===== src/rtl/xlm_pkg.sv =====
package xlm_pkg;

  localparam int unsigned LAT_W_DEF  = 16;
  localparam int unsigned NSLOT_DEF  = 8;
  localparam int unsigned NKIND_DEF  = 4;
  localparam int unsigned NSTAGE_DEF = 4;
  localparam int unsigned NARB_DEF   = 2;

  typedef enum logic [1:0] {
    KIND_PFETCH = 2'd0,
    KIND_DACC   = 2'd1,
    KIND_DMA    = 2'd2,
    KIND_COH    = 2'd3
  } xfer_kind_e;

endpackage


===== src/rtl/xlm_slot.sv =====
module xlm_slot #(
  parameter int unsigned LAT_W  = xlm_pkg::LAT_W_DEF,
  parameter int unsigned NSRC   = 6,
  parameter int unsigned KIND_W = 2
) (
  input  logic              clk,
  input  logic              rst_n,
  input  logic              start_hit,
  input  logic              done_hit,
  input  logic [NSRC-1:0]   stall_bits,
  input  logic [KIND_W-1:0] start_kind,
  output logic              busy,
  output logic [KIND_W-1:0] kind,
  output logic [LAT_W-1:0]  adj_lat
);

  localparam int unsigned PC_W = $clog2(NSRC + 1);
  localparam logic [LAT_W-1:0] LAT_MAX = '1;

  logic              busy_q, busy_d;
  logic [LAT_W-1:0]  cnt_q, cnt_d;
  logic [LAT_W-1:0]  cred_q, cred_d;
  logic [KIND_W-1:0] kind_q, kind_d;
  logic [PC_W-1:0]   pc;
  logic [LAT_W:0]    cred_sum;
  logic [LAT_W-1:0]  raw;
  logic              en;

  always_comb begin
    pc = '0;
    for (int i = 0; i < NSRC; i++) begin
      pc = pc + PC_W'(stall_bits[i]);
    end
  end

  assign cred_sum = {1'b0, cred_q} + (LAT_W + 1)'(pc);
  assign en       = busy_q | start_hit;

  always_comb begin
    busy_d = busy_q;
    cnt_d  = cnt_q;
    cred_d = cred_q;
    kind_d = kind_q;
    if (busy_q) begin
      if (done_hit) begin
        busy_d = 1'b0;
      end else begin
        cnt_d  = (cnt_q == LAT_MAX) ? cnt_q : cnt_q + 1'b1;
        cred_d = cred_sum[LAT_W] ? LAT_MAX : cred_sum[LAT_W-1:0];
      end
    end else if (start_hit) begin
      busy_d = 1'b1;
      cnt_d  = '0;
      cred_d = '0;
      kind_d = start_kind;
    end
  end

  always_ff @(posedge clk or negedge rst_n) begin
    if (!rst_n) begin
      busy_q <= 1'b0;
      cnt_q  <= '0;
      cred_q <= '0;
      kind_q <= '0;
    end else if (en) begin
      busy_q <= busy_d;
      cnt_q  <= cnt_d;
      cred_q <= cred_d;
      kind_q <= kind_d;
    end
  end

  assign raw     = (cnt_q == LAT_MAX) ? LAT_MAX : cnt_q + 1'b1;
  assign adj_lat = (raw > cred_q) ? raw - cred_q : '0;
  assign busy    = busy_q;
  assign kind    = kind_q;

  // an in-flight tag stays busy until its own done arrives
  a_r10_busy_hold: assert property (@(posedge clk) disable iff (!rst_n)
    busy_q && !done_hit |=> busy_q);

  // a repeated start does not change the stored class
  a_r10_kind_kept: assert property (@(posedge clk) disable iff (!rst_n)
    busy_q && !done_hit |=> $stable(kind_q));

  // flight time stays pinned at its ceiling
  a_r11_cnt_no_wrap: assert property (@(posedge clk) disable iff (!rst_n)
    busy_q && !done_hit && cnt_q == LAT_MAX |=> cnt_q == LAT_MAX);

  // credit stays pinned at its ceiling
  a_r11_cred_no_wrap: assert property (@(posedge clk) disable iff (!rst_n)
    busy_q && !done_hit && cred_q == LAT_MAX |=> cred_q == LAT_MAX);

endmodule


===== src/rtl/xlm_kind_stats.sv =====
module xlm_kind_stats #(
  parameter int unsigned LAT_W = xlm_pkg::LAT_W_DEF
) (
  input  logic             clk,
  input  logic             rst_n,
  input  logic             clr,
  input  logic             upd,
  input  logic [LAT_W-1:0] lat_in,
  input  logic             lim_we,
  input  logic [LAT_W-1:0] lim_in,
  output logic [LAT_W-1:0] min_lat,
  output logic [LAT_W-1:0] max_lat,
  output logic [LAT_W-1:0] limit
);

  logic [LAT_W-1:0] min_q, min_d, max_q, max_d, lim_q;
  logic             rec_en;

  assign rec_en = clr | upd;

  always_comb begin
    min_d = min_q;
    max_d = max_q;
    if (clr) begin
      min_d = '1;
      max_d = '0;
    end else if (upd) begin
      if (lat_in < min_q) min_d = lat_in;
      if (lat_in > max_q) max_d = lat_in;
    end
  end

  always_ff @(posedge clk or negedge rst_n) begin
    if (!rst_n) begin
      min_q <= '1;
      max_q <= '0;
    end else if (rec_en) begin
      min_q <= min_d;
      max_q <= max_d;
    end
  end

  always_ff @(posedge clk or negedge rst_n) begin
    if (!rst_n) begin
      lim_q <= '1;
    end else if (lim_we) begin
      lim_q <= lim_in;
    end
  end

  assign min_lat = min_q;
  assign max_lat = max_q;
  assign limit   = lim_q;

  // once a nonzero maximum is recorded, the minimum never exceeds it
  a_r7_min_le_max: assert property (@(posedge clk) disable iff (!rst_n)
    (max_q != '0) |-> (min_q <= max_q));

  // a clear leaves the record empty on the next cycle
  a_r9_clear_empties: assert property (@(posedge clk) disable iff (!rst_n)
    clr |=> (min_q == '1) && (max_q == '0));

endmodule


===== src/rtl/xfer_lat_monitor.sv =====
module xfer_lat_monitor #(
  parameter int unsigned NSLOT  = xlm_pkg::NSLOT_DEF,
  parameter int unsigned NKIND  = xlm_pkg::NKIND_DEF,
  parameter int unsigned NSTAGE = xlm_pkg::NSTAGE_DEF,
  parameter int unsigned NARB   = xlm_pkg::NARB_DEF,
  parameter int unsigned LAT_W  = xlm_pkg::LAT_W_DEF,
  localparam int unsigned ID_W   = $clog2(NSLOT),
  localparam int unsigned KIND_W = $clog2(NKIND)
) (
  input  logic                    clk,
  input  logic                    rst_n,
  input  logic                    start_vld,
  input  logic [ID_W-1:0]         start_id,
  input  logic [KIND_W-1:0]       start_kind,
  input  logic                    done_vld,
  input  logic [ID_W-1:0]         done_id,
  input  logic [NSTAGE*NSLOT-1:0] stage_stall,
  input  logic [NARB*NSLOT-1:0]   arb_wait,
  input  logic                    lim_we,
  input  logic [KIND_W-1:0]       lim_sel,
  input  logic [LAT_W-1:0]        lim_val,
  input  logic                    stats_clr,
  output logic                    rpt_vld,
  output logic [KIND_W-1:0]       rpt_kind,
  output logic [LAT_W-1:0]        rpt_lat,
  output logic                    viol,
  output logic [NKIND*LAT_W-1:0]  min_lat,
  output logic [NKIND*LAT_W-1:0]  max_lat
);

  localparam int unsigned NSRC = NSTAGE + NARB;

  logic [NSLOT-1:0][NSRC-1:0]   slot_stall;
  logic [NSLOT-1:0]             start_hit, done_hit, busy_v;
  logic [NSLOT-1:0][KIND_W-1:0] kind_v;
  logic [NSLOT-1:0][LAT_W-1:0]  adj_v;
  logic [NKIND-1:0][LAT_W-1:0]  limit_v, min_v, max_v;
  logic                         any_busy, fin, over;
  logic [LAT_W-1:0]             sel_lat;
  logic [KIND_W-1:0]            sel_kind;

  // per-tag trackers
  for (genvar g = 0; g < NSLOT; g++) begin : g_slot
    for (genvar s = 0; s < NSTAGE; s++) begin : g_stg
      assign slot_stall[g][s] = stage_stall[s*NSLOT + g];
    end
    for (genvar a = 0; a < NARB; a++) begin : g_arb
      assign slot_stall[g][NSTAGE + a] = arb_wait[a*NSLOT + g];
    end
    assign start_hit[g] = start_vld && (start_id == ID_W'(g));
    assign done_hit[g]  = done_vld  && (done_id  == ID_W'(g));

    xlm_slot #(
      .LAT_W (LAT_W),
      .NSRC  (NSRC),
      .KIND_W(KIND_W)
    ) u_slot (
      .clk       (clk),
      .rst_n     (rst_n),
      .start_hit (start_hit[g]),
      .done_hit  (done_hit[g]),
      .stall_bits(slot_stall[g]),
      .start_kind(start_kind),
      .busy      (busy_v[g]),
      .kind      (kind_v[g]),
      .adj_lat   (adj_v[g])
    );
  end

  assign any_busy = |busy_v;
  assign fin      = done_vld && busy_v[done_id];
  assign sel_lat  = adj_v[done_id];
  assign sel_kind = kind_v[done_id];
  assign over     = sel_lat > limit_v[sel_kind];

  // per-class records and bounds
  for (genvar k = 0; k < NKIND; k++) begin : g_kind
    xlm_kind_stats #(
      .LAT_W(LAT_W)
    ) u_stats (
      .clk    (clk),
      .rst_n  (rst_n),
      .clr    (stats_clr),
      .upd    (fin && (sel_kind == KIND_W'(k))),
      .lat_in (sel_lat),
      .lim_we (lim_we && !any_busy && (lim_sel == KIND_W'(k))),
      .lim_in (lim_val),
      .min_lat(min_v[k]),
      .max_lat(max_v[k]),
      .limit  (limit_v[k])
    );
    assign min_lat[k*LAT_W +: LAT_W] = min_v[k];
    assign max_lat[k*LAT_W +: LAT_W] = max_v[k];
  end

  // completion report register
  logic              rv_q, rv_d, vi_q, vi_d;
  logic [LAT_W-1:0]  rl_q, rl_d;
  logic [KIND_W-1:0] rk_q, rk_d;

  always_comb begin
    rv_d = fin;
    vi_d = fin && over;
    rl_d = fin ? sel_lat  : rl_q;
    rk_d = fin ? sel_kind : rk_q;
  end

  always_ff @(posedge clk or negedge rst_n) begin
    if (!rst_n) begin
      rv_q <= 1'b0;
      vi_q <= 1'b0;
    end else begin
      rv_q <= rv_d;
      vi_q <= vi_d;
    end
  end

  always_ff @(posedge clk or negedge rst_n) begin
    if (!rst_n) begin
      rl_q <= '0;
      rk_q <= '0;
    end else if (fin) begin
      rl_q <= rl_d;
      rk_q <= rk_d;
    end
  end

  assign rpt_vld  = rv_q;
  assign viol     = vi_q;
  assign rpt_lat  = rl_q;
  assign rpt_kind = rk_q;

  // a report only follows a sampled done
  a_r1_rpt_after_done: assert property (@(posedge clk) disable iff (!rst_n)
    rpt_vld |-> $past(done_vld));

  // a violation is only flagged with a report
  a_r6_viol_with_rpt: assert property (@(posedge clk) disable iff (!rst_n)
    viol |-> rpt_vld);

  // bounds hold while any transfer is in flight
  a_r8_lim_frozen_busy: assert property (@(posedge clk) disable iff (!rst_n)
    any_busy |=> $stable(limit_v));

  // a done on an idle tag yields no report
  a_r10_idle_done_silent: assert property (@(posedge clk) disable iff (!rst_n)
    done_vld && !busy_v[done_id] |=> !rpt_vld);

endmodule


===== config.mk =====
export PLATFORM = sky130hd
export DESIGN_NAME = xfer_lat_monitor
export DESIGN_NICKNAME = d
export VERILOG_FILES = /design/src/rtl/xlm_pkg.sv /design/src/rtl/xlm_slot.sv /design/src/rtl/xlm_kind_stats.sv /design/src/rtl/xfer_lat_monitor.sv
export SDC_FILE = /design/constraint.sdc
export NUM_CORES = 2
export LEC_CHECK = 0
export ABC_AREA = 1
export ABC_CLOCK_PERIOD_IN_PS = 15810
export BUFFER_PORTS_ARGS = -buffer_cell sky130_fd_sc_hd__buf_2
export CAP_MARGIN = 25
export CORE_MARGIN = 2
export CORE_UTILIZATION = 35
export CTS_BUF_LIST = sky130_fd_sc_hd__clkbuf_8
export CTS_CLUSTER_DIAMETER = 150
export DETAILED_ROUTE_END_ITERATION = 10
export GPL_ROUTABILITY_DRIVEN = 1
export SLEW_MARGIN = 20
export SYNTH_ARGS = -nofsm -noshare
export SYNTH_HDL_FRONTEND = slang
export SYNTH_SLANG_ARGS = --single-unit

===== constraint.sdc =====
create_clock -name clk -period 15.81 [get_ports clk]
set_clock_uncertainty 0.2 [all_clocks]
set_input_delay 1.581 -clock clk [delete_from_list [all_inputs] [get_ports clk]]
set_output_delay 1.581 -clock clk [all_outputs]
set_load 0.01 [all_outputs]

==> run summary <==
Synth Instances: 4759
GRT Residual Overflow: 0
First-pass GRT wire length: 177 mm
WL final: 111 mm
FF+latch area: 12500 um^2
Number of synthesized flops with an enable pin: 0
Die ar.: 106000 um^2
Ys async rst share: 100%
Layout Area Growth over Synthesis: 12.5%
Maximum capacitance violations: 0
Crit path from: g_slot[7].u_slot.cnt_q[1]
DRC Markers: 0
Initial Util: 35.3%
Fillcell total: 10600
Multi-input gate area: 20200 um^2
Hold Crit Start: rpt_lat[4]
Post-DP HPWL: 84.3 mm
Final cell count without fillers: 6444
Worst setup EP type: flop
Final hold viol count: 0
Sequential fraction of the synthesis area: 34.6%
Status: completed
Worst path required time: 16.24 ns
Initial antenna violation count: 7
Clk buf depth: 3
Total track usage: 20.7%
Post-synth top area share: 25.3%
Pins Over Slew Limit: 0
Critical Path AT: 8.10 ns
Fin crit period: 7.67 ns
Final antenna-violating net count: 0
Syn avg cell area: 7.58 um^2
Vias per cell: 5.12
CTS Buf Count: 89
Largest net degree at the start of global routing: 164
Cells after DPL: 6273
Post-CTS setup buffers: 0
Final setup TNS: 0 ns
Htree depth: 3
Synth Register Bits: 492
Endpoints failing setup: 0
CP max-delay cell: o22ai_2
Post-CTS sizing: 0
CP most frequent cell: nand2_1
Syn Std Cell Area: 36100 um^2
Most common cell in the synthesized netlist: nand2_1
Slew of the pin with the lowest slew margin: 1.05 ns
Row Count: 117
CTS Root Cell: clkbuf_8
Place WS: 8.24 ns
IO Count: 228
Max Fanout on Critical Path: 23
Setup WS post-layout: 8.14 ns
Post-synth top area cell: dfrtp_1
Dominant cells by area after synthesis: dfrtp_1 25%, ha_1 11%, nand2_1 10%, dfstp_2 9.3%, inv_1 7.6%
Worst hold path type: flop to flop
CP Launch Type: flop
Warnings, synthesis: 0
RR Startpoint: g_slot[7].u_slot.cnt_q[1]
Relative slew slack: 30.1%
RSZ-0062 raised after global routing: no
CTS hold repair buffers: 0
Layout cells sized above 1: 12.6%
GPL Wtd Cong: 0.935
TritonCTS Sinks: 492
Crit path largest cell delay: 0.81 ns
Register clock-pin slew on the reported worst setup and hold paths: 0.06 ns
Vias in the first global route: 31500
Pre-Repair DR Iteration Count: 6
Setup CP Type: flop to flop
PortBufs: 227
Die W: 325 um
Yosys cell types: 64
Fmax achieved: 130 MHz
Top cells by count, synth: 1000 x nand2_1, 733 x inv_1, 384 x o21ai_0
Mapped Nets: 5187
Nets: 5426
DR vias: 33000
DRT iter0 DRCs: 2702
Tcrit/Tclk final: 48.5%
Wire per inst: 17.2 um
Clock insertion delay at the later pin of the skew report: 0.75 ns
Die height: 325 um
Predominant post-synthesis flop cell: dfrtp_1
CTS tree: yes
Area of the core: 102000 um^2
[worst max-delay path: cells and delay by family (launching register included)]
kind	cells	cell delay, ns
and+or+nand+nor	19	3.17
adders and majority gates	4	1.21
AOI/OAI and AO/OA	6	2.07
buffers and inverters	3	0.52
DFF	1	0.35
[sequential cells by signal, indices dropped and copies added, names as in the netlist]
name and flops:
g_kind.u_stats.limit 64, g_kind.u_stats.max_lat 64, g_kind.u_stats.min_lat 64, g_slot.u_slot.busy 8, g_slot.u_slot.cnt_q 128, g_slot.u_slot.cred_q 128
g_slot.u_slot.kind 16, rpt_kind 2, rpt_lat 16, rpt_vld 1, viol 1
[layout make-up]
cell class              instances  share of cell area [%]
repair buffers                260                    3.57
multi-input cells            3403                    49.9
well taps                    1368                    4.22
flip-flops and latches        492                    30.7
inverters                     752                    6.96
diodes                          5                  0.0308
clock buffers                 114                    3.87
clock inverters                50                   0.749
[metrics by stage]
step / hold WS, ns / area [um^2] / utilization [%]
after detailed placement: 0.262 / 38600 / 37.9
after global routing: 0.302 / 40600 / 39.8
after global placement: 0.260 / 38600 / 37.8
after CTS: 0.278 / 40500 / 39.7
final: 0.275 / 40600 / 39.8
after floorplan: 0.254 / 36100 / -
[logic make-up after synthesis]
group	after synthesis	share of synthesized area [%]
compound gates	1026	16.1
xor+xnor	211	5.12
fa+ha+maj	348	12.9
buf+inv	864	9.34
flops	492	34.6
simple gates	1818	21.9
[cell usage in the layout (no fill, tap or decap), drive strengths merged, types with 13 or more instances in the layout]
| cell type | count |
|---|---|
| nand4 | 52 |
| xnor2 | 28 |
| o221ai | 13 |
| a211oi | 14 |
| nor3 | 121 |
| nand2 | 1039 |
| buf | 260 |
| clkbuf | 114 |
| o21bai | 15 |
| o21ai | 433 |
| nand3 | 267 |
| a21o | 16 |
| a221oi | 15 |
| xor2 | 183 |
| fa | 40 |
| dfrtp | 364 |
| a21oi | 261 |
| o22ai | 171 |
| a31oi | 32 |
| inv | 785 |
| nor4 | 25 |
| ha | 308 |
| nor2 | 269 |
| clkinv | 14 |
| or2 | 25 |
| dfstp | 128 |
[worst paths after layout]
| kind | end | slack [ns] | cells past startpoint |
|---|---|---|---|
| min | rpt_lat[4] | 0.28 | 2 |
| max reg2reg | g_kind[1].u_stats.max_lat[10] | 8.14 | 32 |
| max in group asynchronous | g_kind[3].u_stats.max_lat[2] | 12.67 | 3 |
| max | g_kind[1].u_stats.max_lat[10] | 8.14 | 32 |
| min reg2reg | rpt_lat[4] | 0.28 | 2 |
| min in group asynchronous | g_slot[1].u_slot.cred_q[2] | 0.57 | 1 |
[routing by layer]
| metal | global-route usage (%) | share of wire (%) |
|---|---|---|
| met3 | 2.97 | 5.5 |
| met5 | 0 | 0 |
| met1 | 28.9 | 46 |
| met4 | 7.97 | 3.6 |
| met2 | 32.4 | 44 |
Power is left out: the tool's default activity adds up to more than one toggle a clock period on the data nets, which glitch-free logic cannot reach.
